**src/rtl/fpcmp_pkg.sv**
```systemverilog
package fpcmp_pkg;
  typedef enum logic [1:0] {
    REL_EQ = 2'd0,
    REL_LT = 2'd1,
    REL_GT = 2'd2,
    REL_UN = 2'd3
  } rel_t;
endpackage

```
**src/rtl/fpcmp_classify.sv**
```systemverilog
module fpcmp_classify #(
  parameter int EXP_W  = 8,
  parameter int FRAC_W = 23,
  parameter int MAG_W  = 63,
  localparam int OP_W  = EXP_W + FRAC_W + 1
) (
  input  logic [OP_W-1:0]  operand,
  output logic             sign,
  output logic             is_nan,
  output logic             is_snan,
  output logic             is_zero,
  output logic [MAG_W-1:0] mag
);
  logic [EXP_W-1:0]  exp_f;
  logic [FRAC_W-1:0] frac_f;

  always_comb begin
    sign    = operand[OP_W-1];
    exp_f   = operand[OP_W-2 -: EXP_W];
    frac_f  = operand[FRAC_W-1:0];
    is_nan  = (&exp_f) && (|frac_f);
    is_snan = is_nan && !frac_f[FRAC_W-1];
    is_zero = ~|operand[OP_W-2:0];
    mag     = '0;
    mag[OP_W-2:0] = operand[OP_W-2:0];
  end
endmodule

```
**src/rtl/fpcmp_relate.sv**
```systemverilog
module fpcmp_relate
  import fpcmp_pkg::*;
#(
  parameter int MAG_W = 63
) (
  input  logic             sign_a,
  input  logic             sign_b,
  input  logic [MAG_W-1:0] mag_a,
  input  logic [MAG_W-1:0] mag_b,
  input  logic             nan_a,
  input  logic             nan_b,
  input  logic             zero_a,
  input  logic             zero_b,
  output rel_t             rel
);
  logic mag_lt;

  always_comb begin
    mag_lt = (mag_a < mag_b);
    if (nan_a || nan_b)           rel = REL_UN;
    else if (zero_a && zero_b)    rel = REL_EQ;
    else if (sign_a != sign_b)    rel = sign_a ? REL_LT : REL_GT;
    else if (mag_a == mag_b)      rel = REL_EQ;
    else if (mag_lt ^ sign_a)     rel = REL_LT;
    else                          rel = REL_GT;
  end
endmodule

```
**src/rtl/fpcmp_predicate.sv**
```systemverilog
module fpcmp_predicate
  import fpcmp_pkg::*;
(
  input  rel_t       rel,
  input  logic [2:0] code,
  output logic       flag
);
  // code bit 0 admits unordered, bit 1 admits equal, bit 2 admits less-than
  always_comb begin
    flag = (code[0] && rel == REL_UN) ||
           (code[1] && rel == REL_EQ) ||
           (code[2] && rel == REL_LT);
  end
endmodule

```
**src/rtl/fpcmp_unit.sv**
```systemverilog
module fpcmp_unit
  import fpcmp_pkg::*;
#(
  parameter int SP_EXP_W  = 8,
  parameter int SP_FRAC_W = 23,
  parameter int DP_EXP_W  = 11,
  parameter int DP_FRAC_W = 52,
  parameter int PRED_IN_W = 4,
  parameter int STAT_W    = 32,
  parameter int FLAG_POS  = 29,
  parameter int KEEP_W    = 28,
  localparam int OP_W     = DP_EXP_W + DP_FRAC_W + 1,
  localparam int SP_W     = SP_EXP_W + SP_FRAC_W + 1,
  localparam int MAG_W    = OP_W - 1
) (
  input  logic                 clk,
  input  logic                 rst_n,
  input  logic                 in_valid,
  input  logic [OP_W-1:0]      opnd_a,
  input  logic [OP_W-1:0]      opnd_b,
  input  logic                 dbl_sel,
  input  logic [PRED_IN_W-1:0] pred_code,
  input  logic [STAT_W-1:0]    status_in,
  output logic                 out_valid,
  output logic                 cond_flag,
  output logic [STAT_W-1:0]    status_out,
  output logic                 invalid_op
);
  // reset: asserted asynchronously, released through two flops
  logic [1:0] rst_sync_q;
  logic       rst_int_n;

  always_ff @(posedge clk or negedge rst_n) begin
    if (!rst_n) rst_sync_q <= 2'b00;
    else        rst_sync_q <= {rst_sync_q[0], 1'b1};
  end
  assign rst_int_n = rst_sync_q[1];

  logic [OP_W-1:0] opnd [2];
  assign opnd[0] = opnd_a;
  assign opnd[1] = opnd_b;

  logic             sp_sign [2], dp_sign [2], sel_sign [2];
  logic             sp_nan  [2], dp_nan  [2], sel_nan  [2];
  logic             sp_snan [2], dp_snan [2], sel_snan [2];
  logic             sp_zero [2], dp_zero [2], sel_zero [2];
  logic [MAG_W-1:0] sp_mag  [2], dp_mag  [2], sel_mag  [2];

  for (genvar gi = 0; gi < 2; gi++) begin : g_lane
    fpcmp_classify #(.EXP_W(SP_EXP_W), .FRAC_W(SP_FRAC_W), .MAG_W(MAG_W)) u_sp (
      .operand (opnd[gi][SP_W-1:0]),
      .sign    (sp_sign[gi]),
      .is_nan  (sp_nan[gi]),
      .is_snan (sp_snan[gi]),
      .is_zero (sp_zero[gi]),
      .mag     (sp_mag[gi])
    );
    fpcmp_classify #(.EXP_W(DP_EXP_W), .FRAC_W(DP_FRAC_W), .MAG_W(MAG_W)) u_dp (
      .operand (opnd[gi]),
      .sign    (dp_sign[gi]),
      .is_nan  (dp_nan[gi]),
      .is_snan (dp_snan[gi]),
      .is_zero (dp_zero[gi]),
      .mag     (dp_mag[gi])
    );
    always_comb begin
      sel_sign[gi] = dbl_sel ? dp_sign[gi] : sp_sign[gi];
      sel_nan[gi]  = dbl_sel ? dp_nan[gi]  : sp_nan[gi];
      sel_snan[gi] = dbl_sel ? dp_snan[gi] : sp_snan[gi];
      sel_zero[gi] = dbl_sel ? dp_zero[gi] : sp_zero[gi];
      sel_mag[gi]  = dbl_sel ? dp_mag[gi]  : sp_mag[gi];
    end
  end

  rel_t rel;
  fpcmp_relate #(.MAG_W(MAG_W)) u_relate (
    .sign_a (sel_sign[0]),
    .sign_b (sel_sign[1]),
    .mag_a  (sel_mag[0]),
    .mag_b  (sel_mag[1]),
    .nan_a  (sel_nan[0]),
    .nan_b  (sel_nan[1]),
    .zero_a (sel_zero[0]),
    .zero_b (sel_zero[1]),
    .rel    (rel)
  );

  logic flag_d;
  fpcmp_predicate u_pred (
    .rel  (rel),
    .code (pred_code[2:0]),
    .flag (flag_d)
  );

  logic unused_pred_hi;
  assign unused_pred_hi = ^pred_code[PRED_IN_W-1:3];

  // next-state
  logic [STAT_W-1:0] status_d;
  logic              invalid_d;

  always_comb begin
    status_d               = '0;
    status_d[KEEP_W-1:0]   = status_in[KEEP_W-1:0];
    status_d[FLAG_POS]     = flag_d;
    invalid_d              = sel_snan[0] || sel_snan[1];
  end

  // registers
  always_ff @(posedge clk or negedge rst_int_n) begin
    if (!rst_int_n) begin
      out_valid <= 1'b0;
    end else begin
      out_valid <= in_valid;
    end
  end

  always_ff @(posedge clk or negedge rst_int_n) begin
    if (!rst_int_n) begin
      cond_flag  <= 1'b0;
      status_out <= '0;
      invalid_op <= 1'b0;
    end else if (in_valid) begin
      cond_flag  <= flag_d;
      status_out <= status_d;
      invalid_op <= invalid_d;
    end
  end

  AST_VALID_LATENCY: assert property (@(posedge clk) disable iff (!rst_int_n)
    in_valid |=> out_valid);
  AST_VALID_PULSE: assert property (@(posedge clk) disable iff (!rst_int_n)
    !in_valid |=> !out_valid);
  AST_HOLD_IDLE: assert property (@(posedge clk) disable iff (!rst_int_n)
    !in_valid |=> $stable(cond_flag) && $stable(status_out) && $stable(invalid_op));
  AST_STATUS_SHAPE: assert property (@(posedge clk) disable iff (!rst_int_n)
    out_valid |-> (status_out[FLAG_POS] == cond_flag) && !status_out[31] &&
                  !status_out[30] && !status_out[28]);
  AST_LOW_KEPT: assert property (@(posedge clk) disable iff (!rst_int_n)
    in_valid |=> status_out[KEEP_W-1:0] == $past(status_in[KEEP_W-1:0]));
  AST_CODE0_FALSE: assert property (@(posedge clk) disable iff (!rst_int_n)
    (in_valid && pred_code[2:0] == 3'd0) |=> !cond_flag);
  AST_CODE7_NOT_GT: assert property (@(posedge clk) disable iff (!rst_int_n)
    (in_valid && pred_code[2:0] == 3'd7 && rel != REL_GT) |=> cond_flag);
  AST_UNORD_CODE1: assert property (@(posedge clk) disable iff (!rst_int_n)
    (in_valid && pred_code[2:0] == 3'd1 && (sel_nan[0] || sel_nan[1])) |=> cond_flag);
  AST_QUIET_NO_INV: assert property (@(posedge clk) disable iff (!rst_int_n)
    (in_valid && !sel_snan[0] && !sel_snan[1]) |=> !invalid_op);
endmodule

```
**config.mk**
```make
export PLATFORM = sky130hd
export DESIGN_NAME = fpcmp_unit
export DESIGN_NICKNAME = d
export VERILOG_FILES = /design/src/rtl/fpcmp_pkg.sv /design/src/rtl/fpcmp_classify.sv /design/src/rtl/fpcmp_relate.sv /design/src/rtl/fpcmp_predicate.sv /design/src/rtl/fpcmp_unit.sv
export SDC_FILE = /design/constraint.sdc
export NUM_CORES = 1
export LEC_CHECK = 0
export ABC_AREA = 1
export BUFFER_PORTS_ARGS = -buffer_cell sky130_fd_sc_hd__buf_2
export CORE_UTILIZATION = 30
export CTS_CLUSTER_DIAMETER = 120
export DETAILED_ROUTE_END_ITERATION = 12
export HOLD_SLACK_MARGIN = 0.03
export PLACE_DENSITY = 0.52
export SLEW_MARGIN = 40
export SYNTH_ARGS = -nofsm -noshare
export SYNTH_HDL_FRONTEND = slang
export SYNTH_HIERARCHICAL = 1
export SYNTH_SLANG_ARGS = --single-unit
export TNS_END_PERCENT = 20
```
**constraint.sdc**
```tcl
create_clock -name clk -period 1.35 [get_ports clk]
set_input_delay 0.27 -clock clk [delete_from_list [all_inputs] [get_ports clk]]
set_output_delay 0.27 -clock clk [all_outputs]
set_load 0.01 [all_outputs]
```
Word-level counts from Yosys, hierarchy flattened
Cells that the tools add are included.
- bits in registers: 34
- bits of input ports: 168
- output and inout bits: 35
- logic and storage cells: 64
- $lt $le $gt $ge: 1
- equality and inequality tests: 4
- multiplexer cells: 16
- bitwise operators: 1
- reductions and logical operators: 37
- operators with widths (kind ; count):
    2-to-1 mux 63 bit ; 2
    OR reduction 63 bit ; 2
    OR reduction 52 bit ; 2
    equality test 63 bit ; 1
    less-than comparator 63 bit ; 1
    OR reduction 31 bit ; 2
    OR reduction 23 bit ; 2
    AND reduction 11 bit ; 2
    AND reduction 8 bit ; 2
    logical AND 1 bit ; 12
    2-to-1 mux 2 bit ; 6
    logical NOT 1 bit ; 8
    2-to-1 mux 1 bit ; 8
    logical OR 1 bit ; 4
    equality test 2 x 1 -> 1 bit, second input constant ; 1
    equality test 2 bit, second input constant ; 1
    logical NOT 2 bit ; 1
    != test 1 bit ; 1
    XOR 1 bit ; 1

Logic depth before layout (Yosys ltp)
- depth after elaboration: 12
- gate-level depth with buffers: 28
- mapped depth without buffers: 25

Cells and area by module
Netlist, hierarchy kept.
- modules (own cells, without submodules) (module ; times used ; cells an instance ; area an instance (µm²)):
    fpcmp_unit ; 1 ; 566 ; 3143.0
    fpcmp_relate ; 1 ; 319 ; 1863.0
    fpcmp_classify (g_lane[0].u_dp ...) ; 2 ; 127 ; 739.5
    fpcmp_classify (g_lane[0].u_sp ...) ; 2 ; 97 ; 615.6
    fpcmp_predicate ; 1 ; 6 ; 26.3

Worst setup path after synthesis
OpenSTA, ideal clock, no wires.
- path kind: input to register
- from: input dbl_sel
- to: register cond_flag
- library setup time: 0.066 ns
- data arrival time: 2.386 ns
- path slack: -1.101 ns
- stages on the path: 27
- path through: buf_4 buf_8 buf_6 nand2_1 o21ai_0 inv_1 ha_1 nand2_1 nor2_2 inv_2 nor2_4 nand2_4 nor2_4 nand2_2 nand2_2 nor2_2 nand2_2 nand2_1 nand3_1 nand2_1 nand2_1 nand2_1 nor2_1 nand2_1 nand3_1 nand2_1 nand2_1
- RTL lines (element ; line ; text):
    start: declaration ; fpcmp_unit.sv:21 ; input logic dbl_sel,
    end signal: assignment ; fpcmp_unit.sv:124 ; cond_flag <= flag_d;
    end: declaration ; fpcmp_unit.sv:25 ; output logic cond_flag,

==> metrics.md <==
| Metric | Value |
|---|---|
| First-pass GRT wire length | 29990 µm |
| Synth Area in XOR/XNOR | 0 |
| Number of top-level pins | roughly 200 |
| Post-synth top area cell | buf_4 |
| Final Cell Area | 8877 µm² |
| Post-DP HPWL | 15210 µm |
| Multi-input logic area | 4338 µm² |
| Routed WL | 19210 µm |
| Mapped Cells | 1339 |
| Outcome | complete, but fails checks |
| Largest net degree at the start of global routing | 34 |
| CTS buffer count | 5 |
| Critical Path RT | 1560 ps |
| Synth Warn # | 6 |
| Maximum fanout along the worst path | 9 |
| Setup Crit Path Kind | in -> reg |
| Fin crit share | 1.724 |
| Compound-Gate Fraction of Synth Area | 0.1050 |
| Mean routed wirelength per cell | 10.88 µm |
| PwrDens | 525.6 nW/µm² |
| CTS max path bufs | 2 |
| CP cell instances | buf_16 -> buf_16 -> nand2_1 -> o21ai_0 -> ha_1 -> nand2_4 -> nor2_4 -> nand4_1 -> nor2_4 -> nand2_2 -> nand2_2 -> nor2_4 -> nand2_2 -> nand2_1 -> nand3_1 -> nand2_1 -> nand2_2 -> nand2_2 -> nor2_1 -> nand2_1 -> nand3_1 -> nand2_1 -> nand2_1 |
| Area grow syn2layout | 14.66% |
| Final hold vios | 0 |
| Vias in the first global route | roughly 6200 |
| Tot GR Track Use | 0.1405 |
| Row cnt | 58 |
| Max Freq | 429.6 MHz |
| Min cycle time layout | roughly 2300 ps |
| Setup WS post-layout | -977.9 ps |
| Die span in y | 162.7 µm |
| Worst-Skew Late Latency | 270 ps |
| Top cells by area, synth | buf_4 (25%), nand2_1 (18%), inv_1 (11%) |
| Synth Register Bits | 33 |
| Die area | 26460 µm² |
| Worst EP arrival | ~2500 ps |
| Die W | 162.7 µm |
| Failing checks | negative setup slack |
| Initial antenna violation count | 4 |
| Placed Area | 8016 µm² |
| Iteration-0 DRC Markers | between 300 and 400 |
| TritonCTS clock tree | yes |
| Worst vdd ir | 0.5210 mV |
| ANT nets after route | 0 |
| Netlist cell types | 30 |
| Vias/cell | 3.992 |
| CP startpoint kind | input port |
| Final Net Count | 1666 |
| CTS clk-pin slew, worst paths | 50 ps |
| Post-Syn Area | 7742 µm² |
| Vias | 7049 |
| Final Util | 0.3515 |
| Post-Synth Adder-Cell Area | 0.1018 |
| RD Place Congestion | 0.7967 |
| Combinational family with the most area after synthesis | buffers and inverters |
| Final setup fails | 2 |
| Critical path's slowest cell | ha_1 |
| Final Max Tran Viols | 0 |
| Core ar. | 25250 µm² |
| CTS root buf | clkbuf_16 |
| Post-synth top area share | 0.2531 |
| Number of synthesized flops with an enable pin | 0 |
| Share of layout cells above drive strength 1 | 0.2727 |
| Filler cells | 2839 |
| Min-Delay Path Class | reg -> async |
| Initial DRT Pass Iterations | 5 |
| Crit-path most repeated cell | nand2_1 |
| CP Capture Type | register |
| Most frequent cells in the layout | nand2_1 (344), inv_1 (227), buf_2 (193) |
| Clock Skew | 3.525 ps |
| Commonest non-fill, non-tap cell in the layout | nand2_1 |
| Maxcap violations | 0 |
| Mux cell area share after synthesis | 0 |
| Drt drc | 0 |
| # clock sinks | 33 |
| Sequential Area | 825.8 µm² |
| Most used flip-flop cell after synthesis | dfrtp_1 |
| Pleak | 4.945 nW |
| Sequential share of the synthesized area | 0.1067 |
| Ys async rst share | 1.000 |
| IO buf count | 194 |
| Average cell area after synthesis | 5.782 µm² |
| RSZ-0062 raised after global routing | yes |
| Worst path buffer plus inverter count | 2 |
| Starting density of the core | 0.3066 |
| Grt ovf | 0 |
| Slowest stage delay, CP | ~330 ps |
| Synth Area in Simple Gates | 0.2860 |
| H-tree Lvls | 2 |
| Delay-heaviest family, CP | simple AND/OR/NAND/NOR gates |
power by group:
part	internal [mW]	switching, mW
registers	1.08	0.0486
logic	1.18	1.33
clock network	0.657	0.378
area by class of cell:
cell class,instances,share of cell area
antenna,2,0.0005638
clock buffer,5,0.01409
clock inverter,1,0.0005638
inverter,232,0.09810
multi-input combinational,843,0.4887
sequential,33,0.09302
tap,330,0.04651
timing repair buffer,320,0.2585
logic make-up after synthesis:
group | after synthesis
other | 4
AND/OR/NAND/NOR | 551
flip-flops | 33
AO/OA/AOI/OAI | 161
buffers and inverters | 527
adder cells (fa/ha/maj) | 63
Yosys cell counts, types with 3 or more instances:
| cell | number |
|---|---|
| nor3_1 | 3 |
| a21oi_1 | 22 |
| nor2_2 | 4 |
| clkbuf_1 | 14 |
| nand2_2 | 3 |
| ha_1 | 63 |
| dfrtp_1 | 33 |
| conb_1 | 4 |
| inv_1 | 228 |
| buf_4 | 261 |
| nor2_1 | 130 |
| o21ai_1 | 34 |
| nand2_1 | 361 |
| nand3_1 | 19 |
| nor4_1 | 6 |
| clkbuf_2 | 3 |
| buf_6 | 15 |
| o21ai_0 | 102 |
| nand4_1 | 15 |
| inv_2 | 4 |
timing repair:
| action | in CTS | in global routing |
|---|---|---|
| hold endpoints to repair | 2 | 0 |
| hold buffers | 1 | 0 |
| resized for setup | 51 | 54 |
| endpoints found under the setup margin | 2 | 2 |
| gates cloned | 9 | 3 |
| pin swaps | 38 | 35 |
| setup buffers | 8 | 0 |
stage by stage:
stage          hold slack (ps)  power, mW  setup slack, ps  instances  TNS (ps)
6_report                 73.84      4.666           -977.9       1766     -1110
5_1_grt                  84.40      5.120            -1233       1764     -1542
4_1_cts                  81.19      4.574            -1001       1762     -1204
3_5_place_dp             57.01      3.294            -1574       1738     -2121
3_3_place_gp             55.74      3.278            -1603       1738     -2160
2_1_floorplan           -25.59      2.924            -1052       1403     -1052
worst reg2reg max path, cell delays in order (launching register included):
cell and delay (ps):
dfrtp_1 410, nand2_1 90, nand2_1 50
registers in the layout (all words and copies together), names as in the netlist:
name,flops
cond_flag,1
invalid_op,1
out_valid,1
rst_sync_q,2
status_out,28
worst paths after layout:
kind | slack, ps | endpoint | startpoint | depth (start not counted)
setup / recovery | -980 | cond_flag | dbl_sel | 23
hold / removal | 70 | cond_flag | rst_sync_q[1] | 0
setup reg to reg | 700 | cond_flag | cond_flag | 2
hold reg to reg | 70 | cond_flag | rst_sync_q[1] | 0
max in group asynchronous | 860 | status_out[9] | rst_sync_q[1] | 1
min in group clk | 200 | status_out[15] | status_in[15] | 3
metal layers:
layer / track usage / share of wire / vias up
li1: - / - / 3927
met1: 0.1858 / 0.49 / 2973
met2: 0.2514 / 0.47 / 133
met3: 0.01528 / 0.040 / 12
met4: 0.01402 / 0.0049 / 4
met5: 0 / 0.0012 / -
Note: power is estimated with default switching activity, not from simulation.
